<file path="src/rtl/exc_entry_pkg.sv">
package exc_entry_pkg;

  localparam int NUM_BANKS = 5;
  localparam int BIDX_W    = $clog2(NUM_BANKS);

  localparam logic [4:0] MODE_USER = 5'h10;
  localparam logic [4:0] MODE_SYS  = 5'h1F;
  localparam logic [4:0] MODE_PRIV = 5'h13;
  localparam logic [4:0] MODE_TRAP = 5'h17;
  localparam logic [4:0] MODE_INTR = 5'h12;
  localparam logic [4:0] MODE_EXT  = 5'h1B;

  localparam logic [2:0] CAUSE_SWCALL = 3'd0;
  localparam logic [2:0] CAUSE_IABORT = 3'd1;
  localparam logic [2:0] CAUSE_DABORT = 3'd2;
  localparam logic [2:0] CAUSE_IRQ    = 3'd3;

  localparam int INTDIS_BIT = 7;

  typedef struct packed {
    logic              valid;
    logic [BIDX_W-1:0] idx;
  } bank_sel_t;

  function automatic bank_sel_t mode_to_bank(input logic [4:0] m);
    bank_sel_t s;
    s.valid = 1'b1;
    case (m)
      MODE_USER, MODE_SYS: s.idx = BIDX_W'(0);
      MODE_PRIV:           s.idx = BIDX_W'(1);
      MODE_TRAP:           s.idx = BIDX_W'(2);
      MODE_INTR:           s.idx = BIDX_W'(3);
      MODE_EXT:            s.idx = BIDX_W'(4);
      default: begin
        s.valid = 1'b0;
        s.idx   = '0;
      end
    endcase
    return s;
  endfunction

endpackage

</file>
<file path="src/rtl/exc_cause_map.sv">
module exc_cause_map
  import exc_entry_pkg::*;
#(
  parameter int          XLEN    = 32,
  parameter logic [31:0] LO_BASE = 32'h0000_0000,
  parameter logic [31:0] HI_BASE = 32'hFFFF_0000
) (
  input  logic [2:0]      cause_i,
  input  logic            hi_vec_i,
  output logic            legal_o,
  output logic [4:0]      mode_o,
  output logic [XLEN-1:0] vector_o
);

  logic [7:0]      offset;
  logic [XLEN-1:0] base;

  assign base = hi_vec_i ? XLEN'(HI_BASE) : XLEN'(LO_BASE);

  always_comb begin
    legal_o = 1'b1;
    mode_o  = MODE_PRIV;
    offset  = 8'h00;
    case (cause_i)
      CAUSE_SWCALL: begin mode_o = MODE_PRIV; offset = 8'h08; end
      CAUSE_IABORT: begin mode_o = MODE_TRAP; offset = 8'h0C; end
      CAUSE_DABORT: begin mode_o = MODE_TRAP; offset = 8'h10; end
      CAUSE_IRQ:    begin mode_o = MODE_INTR; offset = 8'h18; end
      default:      legal_o = 1'b0;
    endcase
  end

  assign vector_o = base + XLEN'(offset);

  always_comb begin
    if (legal_o) begin
      p_vec_aligned_r2: assert (vector_o[1:0] == 2'b00);
    end
  end

endmodule

</file>
<file path="src/rtl/exc_bank_file.sv">
module exc_bank_file
  import exc_entry_pkg::*;
#(
  parameter int          XLEN     = 32,
  parameter logic [31:0] R29_BASE = 32'h0000_1000
) (
  input  logic              clk,
  input  logic              rst_n,
  input  logic              wr_en_i,
  input  logic [BIDX_W-1:0] wr_idx_i,
  input  logic [XLEN-1:0]   wr_r29_i,
  input  logic [XLEN-1:0]   wr_r30_i,
  input  logic [XLEN-1:0]   wr_bsr_i,
  input  logic [BIDX_W-1:0] rd_idx_i,
  output logic [XLEN-1:0]   rd_r29_o
);

  logic [XLEN-1:0] r29_q [NUM_BANKS];
  logic [XLEN-1:0] r30_q [NUM_BANKS];
  logic [XLEN-1:0] bsr_q [NUM_BANKS];

  for (genvar g = 0; g < NUM_BANKS; g++) begin : g_bank
    always_ff @(posedge clk or negedge rst_n) begin
      if (!rst_n) begin
        r29_q[g] <= XLEN'(R29_BASE) + XLEN'(g);
        r30_q[g] <= '0;
        bsr_q[g] <= '0;
      end else if (wr_en_i && (wr_idx_i == BIDX_W'(g))) begin
        r29_q[g] <= wr_r29_i;
        r30_q[g] <= wr_r30_i;
        bsr_q[g] <= wr_bsr_i;
      end
    end

    p_bank_store_r6: assert property (@(posedge clk) disable iff (!rst_n)
      (wr_en_i && wr_idx_i == BIDX_W'(g)) |=>
        (r29_q[g] == $past(wr_r29_i) && r30_q[g] == $past(wr_r30_i)
         && bsr_q[g] == $past(wr_bsr_i)));
  end

  always_comb begin
    rd_r29_o = r29_q[0];
    for (int i = 1; i < NUM_BANKS; i++) begin
      if (rd_idx_i == BIDX_W'(i)) rd_r29_o = r29_q[i];
    end
  end

endmodule

</file>
<file path="src/rtl/exc_entry_unit.sv">
module exc_entry_unit
  import exc_entry_pkg::*;
#(
  parameter int          XLEN         = 32,
  parameter logic [4:0]  RESET_MODE   = 5'h10,
  parameter logic [31:0] RESET_STATUS = 32'h6000_0000,
  parameter logic [31:0] R29_BASE     = 32'h0000_1000,
  parameter logic [31:0] LO_BASE      = 32'h0000_0000,
  parameter logic [31:0] HI_BASE      = 32'hFFFF_0000
) (
  input  logic            clk,
  input  logic            rst_n,
  input  logic            exc_valid_i,
  output logic            exc_ready_o,
  input  logic [2:0]      exc_cause_i,
  input  logic            hi_vec_i,
  input  logic [XLEN-1:0] exc_pc_i,
  output logic [XLEN-1:0] status_o,
  output logic [XLEN-1:0] saved_status_o,
  output logic [XLEN-1:0] r29_o,
  output logic [XLEN-1:0] r30_o,
  output logic [XLEN-1:0] r31_o,
  output logic            entry_done_o,
  output logic            bad_cause_o,
  output logic            mode_err_o
);

  localparam bank_sel_t       RST_SEL    = mode_to_bank(RESET_MODE);
  localparam logic [XLEN-1:0] RST_R29    = XLEN'(R29_BASE) + XLEN'(RST_SEL.idx);
  localparam logic [XLEN-1:0] RST_STATUS = {RESET_STATUS[XLEN-1:5], RESET_MODE};

  logic [XLEN-1:0] status_q, bsr_q, r29_q, r30_q, r31_q;
  logic            ready_q, done_q, bad_q;

  logic            cause_legal;
  logic [4:0]      new_mode;
  logic [XLEN-1:0] vector;
  bank_sel_t       cur_sel, new_sel;
  logic            accept, take, same_mode, swap;
  logic [XLEN-1:0] bank_r29;

  exc_cause_map #(
    .XLEN(XLEN), .LO_BASE(LO_BASE), .HI_BASE(HI_BASE)
  ) u_cause (
    .cause_i  (exc_cause_i),
    .hi_vec_i (hi_vec_i),
    .legal_o  (cause_legal),
    .mode_o   (new_mode),
    .vector_o (vector)
  );

  assign cur_sel   = mode_to_bank(status_q[4:0]);
  assign new_sel   = mode_to_bank(new_mode);
  assign accept    = exc_valid_i && ready_q;
  assign take      = accept && cause_legal && cur_sel.valid;
  assign same_mode = (new_mode == status_q[4:0]);
  assign swap      = take && !same_mode;

  exc_bank_file #(
    .XLEN(XLEN), .R29_BASE(R29_BASE)
  ) u_banks (
    .clk      (clk),
    .rst_n    (rst_n),
    .wr_en_i  (swap),
    .wr_idx_i (cur_sel.idx),
    .wr_r29_i (r29_q),
    .wr_r30_i (r30_q),
    .wr_bsr_i (bsr_q),
    .rd_idx_i (new_sel.idx),
    .rd_r29_o (bank_r29)
  );

  always_ff @(posedge clk or negedge rst_n) begin
    if (!rst_n) begin
      ready_q  <= 1'b0;
      done_q   <= 1'b0;
      bad_q    <= 1'b0;
      status_q <= RST_STATUS;
      bsr_q    <= '0;
      r29_q    <= RST_R29;
      r30_q    <= '0;
      r31_q    <= '0;
    end else begin
      ready_q <= 1'b1;
      done_q  <= take;
      bad_q   <= accept && !cause_legal;
      if (take) begin
        if (!same_mode) r29_q <= bank_r29;
        bsr_q    <= status_q;
        status_q <= {status_q[XLEN-1:INTDIS_BIT+1], 1'b1,
                     status_q[INTDIS_BIT-1:5], new_mode};
        r30_q    <= exc_pc_i;
        r31_q    <= vector;
      end
    end
  end

  assign exc_ready_o    = ready_q;
  assign status_o       = status_q;
  assign saved_status_o = bsr_q;
  assign r29_o          = r29_q;
  assign r30_o          = r30_q;
  assign r31_o          = r31_q;
  assign entry_done_o   = done_q;
  assign bad_cause_o    = bad_q;
  assign mode_err_o     = !cur_sel.valid;

  p_done_follows_r10: assert property (@(posedge clk) disable iff (!rst_n)
    take |=> entry_done_o);
  p_intdis_set_r3: assert property (@(posedge clk) disable iff (!rst_n)
    entry_done_o |-> status_q[INTDIS_BIT]);
  p_return_addr_r5: assert property (@(posedge clk) disable iff (!rst_n)
    take |=> (r30_q == $past(exc_pc_i)));
  p_saved_status_r4: assert property (@(posedge clk) disable iff (!rst_n)
    take |=> (bsr_q == $past(status_q)));
  p_same_mode_r7: assert property (@(posedge clk) disable iff (!rst_n)
    (take && same_mode) |=> $stable(r29_q));
  p_bad_no_change_r8: assert property (@(posedge clk) disable iff (!rst_n)
    bad_cause_o |-> ($stable(status_q) && $stable(r31_q) && !entry_done_o));
  p_mode_err_r9: assert property (@(posedge clk) disable iff (!rst_n)
    mode_err_o |-> !entry_done_o);

endmodule

</file>
<file path="config.mk">
export PLATFORM = sky130hd
export DESIGN_NAME = exc_entry_unit
export DESIGN_NICKNAME = d
export VERILOG_FILES = /design/src/rtl/exc_entry_pkg.sv /design/src/rtl/exc_cause_map.sv /design/src/rtl/exc_bank_file.sv /design/src/rtl/exc_entry_unit.sv
export SDC_FILE = /design/constraint.sdc
export NUM_CORES = 1
export LEC_CHECK = 0
export ABC_AREA = 1
export BUFFER_PORTS_ARGS = -buffer_cell sky130_fd_sc_hd__buf_2
export CORE_ASPECT_RATIO = 2
export CORE_MARGIN = 1.5
export CORE_UTILIZATION = 25
export DETAILED_ROUTE_END_ITERATION = 16
export GPL_TIMING_DRIVEN = 0
export SYNTH_ARGS = -nofsm -noshare
export SYNTH_HDL_FRONTEND = slang
export SYNTH_HIERARCHICAL = 1
export SYNTH_SLANG_ARGS = --single-unit
export TNS_END_PERCENT = 10
</file>
<file path="constraint.sdc">
create_clock -name clk -period 3.2 [get_ports clk]
set_input_delay 0.32 -clock clk [delete_from_list [all_inputs] [get_ports clk]]
set_output_delay 0.32 -clock clk [all_outputs]
set_load 0.005 [all_outputs]
</file>
Word-level counts from Yosys, hierarchy flattened
Cells that the tools add are included.
- mux-type cells: 11
- equality and inequality tests: 22
- bitwise logic cells: 1
- add/subtract/negate cells: 1
- reduce and logical (&&, ||, !) cells: 19
- operator list (cell ; count):
    $mux 32 ; 5
    $eq 5x5->1 const B ; 10
    $add 32x5->32 ; 1
    $pmux 3 s4 ; 2
    $pmux 5 s4 ; 1
    $eq 3x2->1 const B ; 6
    $logic_and 1x1->1 ; 10
    $eq 3x1->1 const B ; 3
    $eq 3x3->1 const B ; 2
    $logic_not 3->1 ; 2
    $pmux 3 s2 ; 1
    $reduce_or 6->1 ; 1
    $eq 5x5->1 ; 1
    $reduce_or 4->1 ; 1
    $logic_not 1->1 ; 3
    $mux 1 ; 2
    $reduce_and 2->1 ; 1
    $reduce_or 2->1 ; 1
    $not 1->1 ; 1
- logic and storage cells: 67
- flip-flop bits (word level): 272

Logic depth before layout (Yosys ltp)
Gate-level depths: netlist of the first run.
- depth in word-level cells: 10
- gate-level depth with buffers: 17
- depth with buffers taken out: 15

By module
The synthesis of the first run kept the hierarchy.
- by module, submodules not included (module ; sequential area each (um^2) ; cells each ; area each (um^2) ; times used):
    exc_bank_file ; 4016.4 ; 971 ; 7463.4 ; 1
    exc_entry_unit ; 2780.2 ; 567 ; 4873.4 ; 1
    exc_cause_map ; 0.0 ; 44 ; 295.3 ; 1

Worst setup path before layout of the first run
Ideal clock, no wire load.
- kind: input-to-reg
- start point: input exc_cause_i[2]
- end point: register u_banks/r29_q[100] (netlist bit)
- buffers on the path: 2
- cell stages on the path: 17
- arrival time: 2.169 ns
- setup time: 0.130 ns
- data required time: 3.070 ns
- setup slack: 0.901 ns
- cell sequence: inv_2 nand3_1 nand2_1 inv_1 nand2_1 nand2_1 nor2_1 nand3_1 nand3_1 buf_2 inv_1 inv_1 nor2_1 nand3b_1 clkbuf_1 nand2_1 o21ai_0
- longest elaborated chain between the ends: 7
- elaborated cells between the ends (all ways): 14
- ends and longest elaborated chain (what ; RTL line ; source):
    start: declaration ; exc_entry_unit.sv:15 ; input logic [2:0] exc_cause_i,
    $eq 3x1->1 / $eq 3x2->1 (equally long branches) ; exc_cause_map.sv:24 ; case (cause_i)
    $reduce_or 2->1 (no source line) ; -- ;
    $pmux 3 s2 (*) ; exc_cause_map.sv:24 ;
    via new_mode[2] ; exc_entry_unit.sv:36 ; logic [4:0] new_mode;
    $eq 5x5->1 (*) ; exc_entry_unit.sv:56 ; assign same_mode = (new_mode == status_q[4:0]);
    $logic_not 1->1 (*) ; -- ;
    $logic_and 1x1->1 (*) ; exc_entry_unit.sv:57 ; assign swap = take && !same_mode;
    via swap ; exc_entry_unit.sv:39 ; logic accept, take, same_mode, swap;
    $logic_and 1x1->1 (*) ; exc_bank_file.sv:28 ; end else if (wr_en_i && (wr_idx_i == BIDX_W'(g))) begin
    end signal: indexed assignment ; exc_bank_file.sv:25 ; r29_q[g] <= XLEN'(R29_BASE) + XLEN'(g);
    end signal: indexed assignment ; exc_bank_file.sv:29 ; r29_q[g] <= wr_r29_i;
    end: declaration ; exc_bank_file.sv:18 ; logic [XLEN-1:0] r29_q [NUM_BANKS];
The timed path passes the listed nets; every way through them passes the cells marked *.
A chain may end at the register's enable or synchronous reset.

Worst setup path in the final report of the first run
- start point: register status_q[2] (netlist: status_o[2])
- end point: register u_banks/r29_q[121] (netlist bit)
- longest elaborated chain between the ends: 6
- elaborated cells between the ends (all ways): 15
- ends and longest elaborated chain (what ; RTL line ; source):
    start: declaration ; exc_entry_unit.sv:32 ; logic [XLEN-1:0] status_q, bsr_q, r29_q, r30_q, r31_q;
    start signal: assignment ; exc_entry_unit.sv:90 ; status_q <= {status_q[XLEN-1:INTDIS_BIT+1], 1'b1,
    $eq 5x5->1 ; exc_entry_pkg.sv:28 ; case (m)
    $reduce_or 6->1 (no source line) ; -- ;
    $mux 1 ; exc_entry_pkg.sv:28 ;
    $logic_and 1x1->1 ; exc_entry_unit.sv:55 ; assign take = accept && cause_legal && cur_sel.valid;
    $logic_and 1x1->1 (*) ; exc_entry_unit.sv:57 ;
    via swap ; exc_entry_unit.sv:39 ;
    $logic_and 1x1->1 (*) ; exc_bank_file.sv:28 ;
Marks and branches as above.

==> out/qor.yml, run 1 <==
detailed_routing:
  initialDrtViolationCount: 898
  viasPerCell: 4.45
  vias: 11238
  drc: 0
  routed_wl_um: 39100
  firstDrtPassIters: 5
  postRouteAntennaNets: 0
  wire_per_inst_um: 15.5
placed_design:
  dp.cells: 2447
  gpl.final_weighted_congestion: 0.819
  portBuffers: 151
  detailedPlace.worstSlack_ps: -386
  hpwl_um: 28500
  place_area_um2: 14500
global_routing:
  grt_pass1_wl_um: 61000
  grtUsageTotal_pct: 15.0
  grt_pass1_vias: 11281
  antenna_found_initial: 0
  grt_max_degree: 119
  grt_overflow: 0
die:
  coreArea_um2: 49900
  die_w_um: 162
  die_h_um: 321
  io_pins: 203
  die-area_um2: 52000
  initial_core_util_pct: 25.3
  row_count: 116
timing:
  whs_ps: 51.7
  max_slew_margin_pct: 49.2
  period_needed_ps: 3030
  rsz0062_at_grt: "true"
  setup_viol: 0
  tns_ps: 0
  post-route-period-util_pct: 94.6
  setup_ws_ps: 173
  tightest_slew_ps: 756
  skew_ps: 11.1
  final_hold_viol_count: 0
  drv_slew: 0
  fmax_mhz: 330
worst_setup_path:
  crit_chain: "inv_2 > o211ai_2 > nand3_2 > nand3_1 > buf_2 > inv_1 > inv_1 > nor2_2 > nand3b_1 > buf_4 > clkbuf_1 > o21ai_0"
  worstPathArrival_ps: 3430
  cp-end-kind: "flip-flop"
  path_max_fanout: 10
  start_kind: "flip-flop"
  reg2reg_depth: 12
  timing.critical_path.mode_cell: "inv_1"
  slowest_delay_ps: 520
  setup.worst_path.class: "reg2reg"
  slowest_stage: "dfrtp_1"
  worstPathRequired_ps: 3600
power:
  comb_power_share_pct: 29.9
  leakage_nw: 8.06
  seq_power_share_pct: 43.6
  vdd_drop_max_uv: 462
  pwr_density_cell_nw_per_um2: 715
  swShare_pct: 35.8
  p_total_mw: 11.2
  p_clk_share_pct: 26.5
  p_int_mw: 7.21
  p_sw_mw: 4.02
finish:
  mostFrequentLayoutCells: "nand2_1 (608), dfrtp_1 (259), o21ai_0 (189)"
  drive_above_1_share_pct: 18.8
  final_net_count: 1899
  fillers: 5332
  fin_cells: 2525
  utilization_pct: 31.4
  seqCellArea_um2: 6800
  multi_input_area_um2: 4490
  finish.instance_area_um2: 15700
  num_antenna_cells: 0
  final_common_cell: "nand2_1"
  areaGrowthSynthToFinish_pct: 24.3
clock_tree:
  htreeDepth: 1
  clock-root-buffer: "clkbuf_16"
  clk_latency_ps: 540
  clk_pin_slew_worst_paths_ps: 70
  cts_tree: "yes"
  cts_sinks: 271
  cts_buffer_depth: 3
  numCtsBuffers: 24
synth:
  synthSimpleGateAreaFrac_pct: 23.8
  synthDistinctLibCells: 28
  synth_adder_area_share_pct: 0
  synth_area_leaders: "dfrtp_1 (51%), nand2_1 (18%), o21ai_0 (7.5%), buf_4 (5.8%), inv_1 (4.5%)"
  postSynthCellCount: 1582
  synth_seq_cells: 271
  post_synth.cell_area_avg_um2: 7.98
  synth-compound-area-share_pct: 9.46
  yosysSeqAreaShare_pct: 53.8
  synthXorXnorAreaFrac_pct: 0.0693
  synthMuxAreaShare_pct: 0
  yosys.area.top_type: "dfrtp_1"
  synth_area_um2: 12600
  synth_top_family_by_area: "simple AND/OR/NAND/NOR gates"
  yosys_warnings: 6
  yosysTopAreaCellShare_pct: 51.3
hold_path:
  holdPathStages: 4
  hp-class: "in2reg"
status:
  status: "finished clean"
job:
  maxCapViolations: 0
-- registers in the layout, indices dropped and copies added, names as in the netlist --
name	cells
u_banks/r29_q	160
r29_o	32
r30_o	32
r31_o	32
saved_status_o	6
status_o	6
bad_cause_o	1
entry_done_o	1
exc_ready_o	1
-- path summary, 6_finish.rpt --
kind | start | endpoint | slack [ps]
min reg2reg | saved_status_o[4] | saved_status_o[4] | 470
max | status_o[2] | u_banks/r29_q[121] | 170
min in group asynchronous | rst_n | r29_o[15] | 280
max in group asynchronous | rst_n | entry_done_o | 1420
min | exc_cause_i[2] | r31_o[3] | 50
max reg2reg | status_o[2] | u_banks/r29_q[121] | 170
-- cell families after synthesis --
kind of cell / count (synthesis)
buffers and inverters: 328
AO/OA/AOI/OAI: 237
flip-flops: 271
other: 4
AND/OR/NAND/NOR: 741
XOR/XNOR: 1
-- metal layers --
layer	track usage [%]	wire, µm
met1	15.4	14100
met2	27.9	20300
met4	10.4	2800
met3	1.95	1960
met5	0	0
-- repair_timing --
item | in CTS | in global routing
setup buffers | 0 | 2
hold buffers | 34 | 0
pin swaps | 0 | 1
endpoints found under the hold margin | 95 | 0
gates resized for setup | 8 | 35
endpoints found under the setup margin | 42 | 159
-- worst max-delay path: cells and delay by family, from the launching register on --
kind | cells | cell delay (ps)
DFF | 1 | 520
AOI/OAI and AO/OA | 2 | 360
and+or+nand+nor | 4 | 700
buffers and inverters | 6 | 1280
-- power by group through the flow --
stage                     Combinational [mW]  Sequential (mW)  Clock, mW
after CTS                               3.37             4.89       3.09
after floorplan                         1.67             4.91          0
after global routing                    3.77             5.00       3.18
after detailed placement                3.33             4.93          0
after global placement                  3.27             4.91          0
final                                   3.36             4.89       2.98
-- area by class of cell --
type                            instances  share of cell area (%)
Sequential cell                       271                    43.3
Multi-Input combinational cell       1046                    28.6
Timing Repair Buffer                  189                    7.49
Buffer                                171                    6.68
Tap cell                              649                    5.17
Clock buffer                           35                    4.61
Inverter                              157                    3.75
Clock inverter                          7                   0.438
-- synthesized netlist by cell type (all sizes together) --
cell type,instances
nand2,610
dfrtp,259
o21ai,201
inv,155
buf,111
nand3,74
clkbuf,60
nand4,35
a21oi,34
nor2,15
dfstp,12
conb,4
nor3,4
clkinv,2
nand3b,2
a31oi,1
nor4,1
o211ai,1
xnor2,1
Note: power is estimated with default switching activity, not from simulation.
==> run 2: changes to the inputs <==
--- a/config.mk
+++ b/config.mk
@@ -5,13 +5,13 @@
 export SDC_FILE = /design/constraint.sdc
 export NUM_CORES = 1
 export LEC_CHECK = 0
-export ABC_AREA = 1
 export BUFFER_PORTS_ARGS = -buffer_cell sky130_fd_sc_hd__buf_2
 export CORE_ASPECT_RATIO = 2
-export CORE_MARGIN = 1.5
+export CORE_MARGIN = 4
 export CORE_UTILIZATION = 25
 export DETAILED_ROUTE_END_ITERATION = 16
 export GPL_TIMING_DRIVEN = 0
+export SKIP_CTS_REPAIR_TIMING = 1
 export SYNTH_ARGS = -nofsm -noshare
 export SYNTH_HDL_FRONTEND = slang
 export SYNTH_HIERARCHICAL = 1
==> out/qor.yml, run 2 <==
die:
  io_pins: 203  # unchanged
  row_count: 116  # unchanged
  die_h_um: 326  # +1.6%
  die_w_um: 167  # +3.1%
  die-area_um2: 54400  # +4.8%
  coreArea_um2: 50100  # +0.29%
  initial_core_util_pct: 25.2  # -0.053 points
global_routing:
  grt_pass1_wl_um: 49300  # -19%
  grt_overflow: 0  # unchanged
  grtUsageTotal_pct: 11.2  # -3.9 points
  grt_pass1_vias: 8639  # -23%
  antenna_found_initial: 1  # +1
  grt_max_degree: 113  # -5.0%
timing:
  post-route-period-util_pct: 91.1  # -3.4 points
  setup_viol: 0  # unchanged
  whs_ps: 1.03  # -50.7 ps
  drv_slew: 0  # unchanged
  tightest_slew_ps: 1070  # +316 ps
  skew_ps: 27.7  # +16.6 ps
  rsz0062_at_grt: "false"
  max_slew_margin_pct: 27.9  # -21 points
  fmax_mhz: 343  # +3.8%
  final_hold_viol_count: 0  # unchanged
  period_needed_ps: 2920  # -110 ps
synth:
  synth_async_sr_flop_share_pct: 100  # unchanged
  synth_area_leaders: "dfrtp_1 (51%), mux2_2 (22%), buf_4 (6.2%), a32o_1 (2.5%), mux2i_1 (2.5%)"
  synth_common_cells: "dfrtp_1 (259), mux2_2 (243), buf_4 (104), o21ai_0 (60)"
  postSynthCellCount: 964  # -39%
  yosys_warnings: 6  # unchanged
  synth_area_um2: 12600  # about the same
  post_synth.cell_area_avg_um2: 13.1  # +64%
  yosys.area.top_type: "dfrtp_1"
  synth_seq_cells: 271  # unchanged
  yosysSeqAreaShare_pct: 53.8  # about the same
  synth_ff_type: "dfrtp_1"
  yosysTopAreaCellShare_pct: 51.3  # about the same
  synthMostInstantiatedCell: "dfrtp_1"
  synthDistinctLibCells: 36  # +29%
  synth-edff-count: 0  # unchanged
worst_setup_path:
  r2r_slack_ps: 280  # +110 ps
  cp-startpoint: "status_o[2]"
  path_max_fanout: 14  # +4
  r2r_end: "u_banks/r29_q[19]"
  cp-end-kind: "flip-flop"
  worstPathArrival_ps: 3330  # -100 ps
  reg2reg_depth: 9  # -3
  start_kind: "flip-flop"
  rr_startpoint: "status_o[2]"
  crit_end: "u_banks/r29_q[19]"
  worstPathRequired_ps: 3620  # +20 ps
  setup.worst_path.class: "reg2reg"
finish:
  utilization_pct: 31.0  # -0.41 points
  final_common_cell: "dfrtp_1"
  seqCellArea_um2: 6800  # unchanged
  fillers: 5089  # -4.6%
  mostFrequentLayoutCells: "dfrtp_1 (259), mux2_2 (243), buf_2 (173)"
  regMostFlops: "u_banks/r29_q"
  areaGrowthSynthToFinish_pct: 22.9
  drive_above_1_share_pct: 47.4  # +29 points
  final_net_count: 1267  # -33%
  multi_input_area_um2: 5070  # +13%
  largest_reg_flops: 160  # unchanged
detailed_routing:
  initialDrtViolationCount: 248  # -72%
  firstDrtPassIters: 4  # -1
  routed_wl_um: 31600  # -19%
  postRouteAntennaNets: 0  # unchanged
  viasPerCell: 4.35  # -2.3%
  vias: 8253  # -27%
  drc: 0  # unchanged
  wire_per_inst_um: 16.7  # +7.6%
clock_tree:
  clock-root-buffer: "clkbuf_16"
  clk_pin_slew_worst_paths_ps: 60  # about the same
  htreeDepth: 1  # unchanged
  cts_buffer_depth: 3  # unchanged
  clk_latency_ps: 560  # +20 ps
  cts_tree: "yes"
  numCtsBuffers: 26  # +8.3%
  cts_sinks: 271  # unchanged
placed_design:
  portBuffers: 151  # unchanged
  hpwl_um: 22700  # -20%
  gpl.final_weighted_congestion: 0.762  # -7.0%
job:
  maxCapViolations: 0  # unchanged
power:
  pwr_density_cell_nw_per_um2: 440  # -39%
  vdd_drop_max_uv: 377  # -18%
  leakage_nw: 7.88  # -2.2%
  p_total_mw: 6.83  # -39%
hold_path:
  hp-class: "in2reg"
status:
  status: "finished clean"
-- run 2: cell families after synthesis --
logic type,count (synthesis),synth area share [%]
DFF,271,53.8
other,4,0.119
and+or+nand+nor,133,5.70
buffers and inverters,152,8.01
muxes,297,26.4
xor gates and xnor gates,4,0.277
AOI/OAI and AO/OA,103,5.76
-- run 2: routing by layer --
metal	wire, µm	global-route usage [%]
met1	11600	11.9
met2	17600	21.8
met3	1520	1.65
met4	937	4.31
met5	0	0
-- run 2: cell type report --
cell class / instances / area share (%)
flip-flops and latches: 271 / 43.7
diodes: 1 / 0.0161
multi-input cells: 604 / 32.6
clock inverters: 4 / 0.177
well taps: 649 / 5.23
repair buffers: 173 / 6.55
plain buffers: 148 / 6.42
inverters: 4 / 0.0966
clock buffers: 44 / 5.15
-- run 2: critical path, stage by stage, from the launching register on --
cell and delay [ps]:
dfrtp_1 450, buf_4 200, nor3_2 210, o211ai_2 250
a31oi_4 270, buf_6 230, nand2_1 90, nor3_2 390
buf_4 320, mux2_2 360
-- run 2: worst min path at each step --
stage	cells after the start	start	slack, ps	endpoint
after global placement	1	saved_status_o[4]	460	saved_status_o[4]
after global routing	2	hi_vec_i	0.4	r31_o[27]
after floorplan	0	rst_n	20	bad_cause_o
after CTS	1	rst_n	-310	r30_o[17]
after detailed placement	1	rst_n	290	r30_o[17]
final	2	exc_pc_i[18]	1	r30_o[18]
-- run 2: where the power goes --
| part | internal [mW] | switching (mW) |
|---|---|---|
| Sequential | 3.43 | 0.000544 |
| Clock | 1.70 | 1.33 |
| Combinational | 0.168 | 0.207 |
| Total | 5.30 | 1.54 |
-- run 2: stage by stage --
step                      setup WS [ps]  instance area, µm²  setup TNS (ps)  instances
after global routing                126               15500               0       1897
after CTS                          64.1               15300               0       1877
after detailed placement           13.8               14500               0       1829
final                               283               15500               0       1898
after floorplan                     706               12900               0       1027
after global placement            -3100               14400         -805320       1827
==> run 3: changes to the inputs <==
==> constraint.sdc (replaced) <==
create_clock -name clk -period 3.6 [get_ports clk]
set_input_delay 0.36 -clock clk [delete_from_list [all_inputs] [get_ports clk]]
set_output_delay 0.36 -clock clk [all_outputs]
set_load 0.005 [all_outputs]
==> out/qor.yml, run 3 (same netlist as run 2, synthesis figures left out) <==
detailed_routing:
  vias: 8195  # -0.70%
  wire_per_inst_um: 16.7  # +0.16%
  viasPerCell: 4.36  # +0.30%
  drc: 0  # unchanged
  routed_wl_um: 31400  # -0.84%
  firstDrtPassIters: 4  # unchanged
  postRouteAntennaNets: 0  # unchanged
  initialDrtViolationCount: 269  # +8.5%
finish:
  multi_input_area_um2: 5070  # unchanged
  largest_reg_flops: 160  # unchanged
  regMostFlops: "u_banks/r29_q"
  drive_above_1_share_pct: 48.0  # +0.65 points
  final_common_cell: "dfrtp_1"
  seqCellArea_um2: 6800  # unchanged
  mostFrequentLayoutCells: "dfrtp_1 (259), mux2_2 (243), buf_2 (173)"
  fillers: 5108  # +0.37%
  finish.instance_area_um2: 15400  # -1.2%
  areaGrowthSynthToFinish_pct: 21.4
  fin_cells: 1879  # -1.0%
  final_net_count: 1248  # -1.5%
die:
  row_count: 116  # unchanged
  die_h_um: 326  # unchanged
  coreArea_um2: 50100  # unchanged
  initial_core_util_pct: 25.2  # unchanged
  die-area_um2: 54400  # unchanged
  io_pins: 203  # unchanged
  die_w_um: 167  # unchanged
power:
  seq_power_share_pct: 50.3  # +0.2 points
  p_int_mw: 4.69  # -11%
  pwr_density_cell_nw_per_um2: 395  # -10%
  p_clk_share_pct: 44.5  # about the same
  comb_power_share_pct: 5.2  # -0.3 points
  leakage_nw: 7.80  # -1.0%
  p_sw_mw: 1.36  # -11%
  swShare_pct: 22.5  # -0.027 points
  p_total_mw: 6.06  # -11%
  vdd_drop_max_uv: 335  # -11%
placed_design:
  hpwl_um: 22700  # unchanged
  dp.cells: 1829  # unchanged
  gpl.final_weighted_congestion: 0.762  # unchanged
  detailedPlace.worstSlack_ps: 374  # +360 ps
  place_area_um2: 14500  # unchanged
  portBuffers: 151  # unchanged
clock_tree:
  cts_sinks: 271  # unchanged
  numCtsBuffers: 26  # unchanged
  cts_tree: "yes"
  htreeDepth: 1  # unchanged
  clk_latency_ps: 560  # about the same
  clock-root-buffer: "clkbuf_16"
  cts_buffer_depth: 3  # unchanged
  clk_pin_slew_worst_paths_ps: 60  # about the same
timing:
  setup_ws_ps: 524  # +241 ps
  rsz0062_at_grt: "false"
  skew_ps: 28.1  # +0.407 ps
  tightest_slew_ps: 1100  # +31.4 ps
  drv_slew: 0  # unchanged
  period_needed_ps: 3080  # +159 ps
  final_hold_viol_count: 0  # unchanged
  max_slew_margin_pct: 25.8  # -2.1 points
  setup_viol: 0  # unchanged
  fmax_mhz: 325  # -5.2%
  post-route-period-util_pct: 85.4  # -5.7 points
worst_setup_path:
  worstPathRequired_ps: 4010  # +390 ps
  setup.worst_path.class: "reg2reg"
  start_kind: "flip-flop"
  cp-end-kind: "flip-flop"
  path_max_fanout: 14  # unchanged
  worstPathArrival_ps: 3490  # +160 ps
  slowest_delay_ps: 450  # about the same
  slowest_stage: "dfrtp_1"
  crit_chain: "buf_4 > nor3_2 > o211ai_2 > a31oi_4 > buf_6 > nand2_1 > nor3_2 > buf_4 > mux2_2"
status:
  status: "finished clean"
global_routing:
  grt_max_degree: 113  # unchanged
  grt_pass1_vias: 8639  # unchanged
  grtUsageTotal_pct: 11.2  # unchanged
  antenna_found_initial: 1  # unchanged
  grt_pass1_wl_um: 49300  # unchanged
  grt_overflow: 0  # unchanged
hold_path:
  hp-class: "in2reg"
job:
  maxCapViolations: 0  # unchanged
[run 3: critical path: cells and delay by family, from the launching register on]
family	cells	cell delay, ps
buffers and inverters	3	770
AND/OR/NAND/NOR	3	690
AO/OA/AOI/OAI	2	650
flip-flops	1	450
multiplexers	1	360
[run 3: final cells by class]
| type | count | area share [%] |
|---|---|---|
| inverter | 4 | 0.0978 |
| clock inverter | 4 | 0.179 |
| sequential | 271 | 44.3 |
| multi-input combinational | 604 | 33.0 |
| tap | 649 | 5.29 |
| clock buffer | 44 | 5.21 |
| antenna | 1 | 0.0163 |
| buffer | 148 | 6.50 |
| timing repair buffer | 154 | 5.41 |
[run 3: power by group through the flow]
| stage | clock, mW | combinational (mW) | sequential, mW |
|---|---|---|---|
| after CTS | 2.80 | 0.311 | 3.05 |
| after detailed placement | 0 | 0.311 | 3.10 |
| after global placement | 0 | 0.295 | 3.10 |
| after global routing | 2.91 | 0.355 | 3.04 |
| final | 2.69 | 0.316 | 3.05 |
| after floorplan | 0 | 0.184 | 3.10 |
[run 3: routing by layer]
layer / track usage (%) / share of wire, %
met2: 21.8 / 56
met3: 1.65 / 5.5
met5: 0 / 0
met4: 4.31 / 2.8
met1: 11.9 / 36
[run 3: worst paths after layout]
kind	start	endpoint	slack, ps	cells past startpoint
worst max-delay path	status_o[2]	u_banks/r29_q[19]	520	9
worst min-delay path	exc_pc_i[23]	r30_o[23]	40	2
worst max register to register	status_o[2]	u_banks/r29_q[19]	520	9
worst min register to register	saved_status_o[4]	saved_status_o[4]	470	1
max in group asynchronous	rst_n	r30_o[12]	1860	4
min in group asynchronous	rst_n	r30_o[17]	320	2
[run 3: through the flow]
stage / setup TNS (ps) / utilization, % / hold WS (ps)
final: 0 / 30.7 / 37.2
after global routing: 0 / 30.7 / 21.2
after global placement: -707760 / 28.9 / 456
after detailed placement: 0 / 29.0 / 334
after CTS: 0 / 30.6 / -273
after floorplan: 0 / - / 64.4
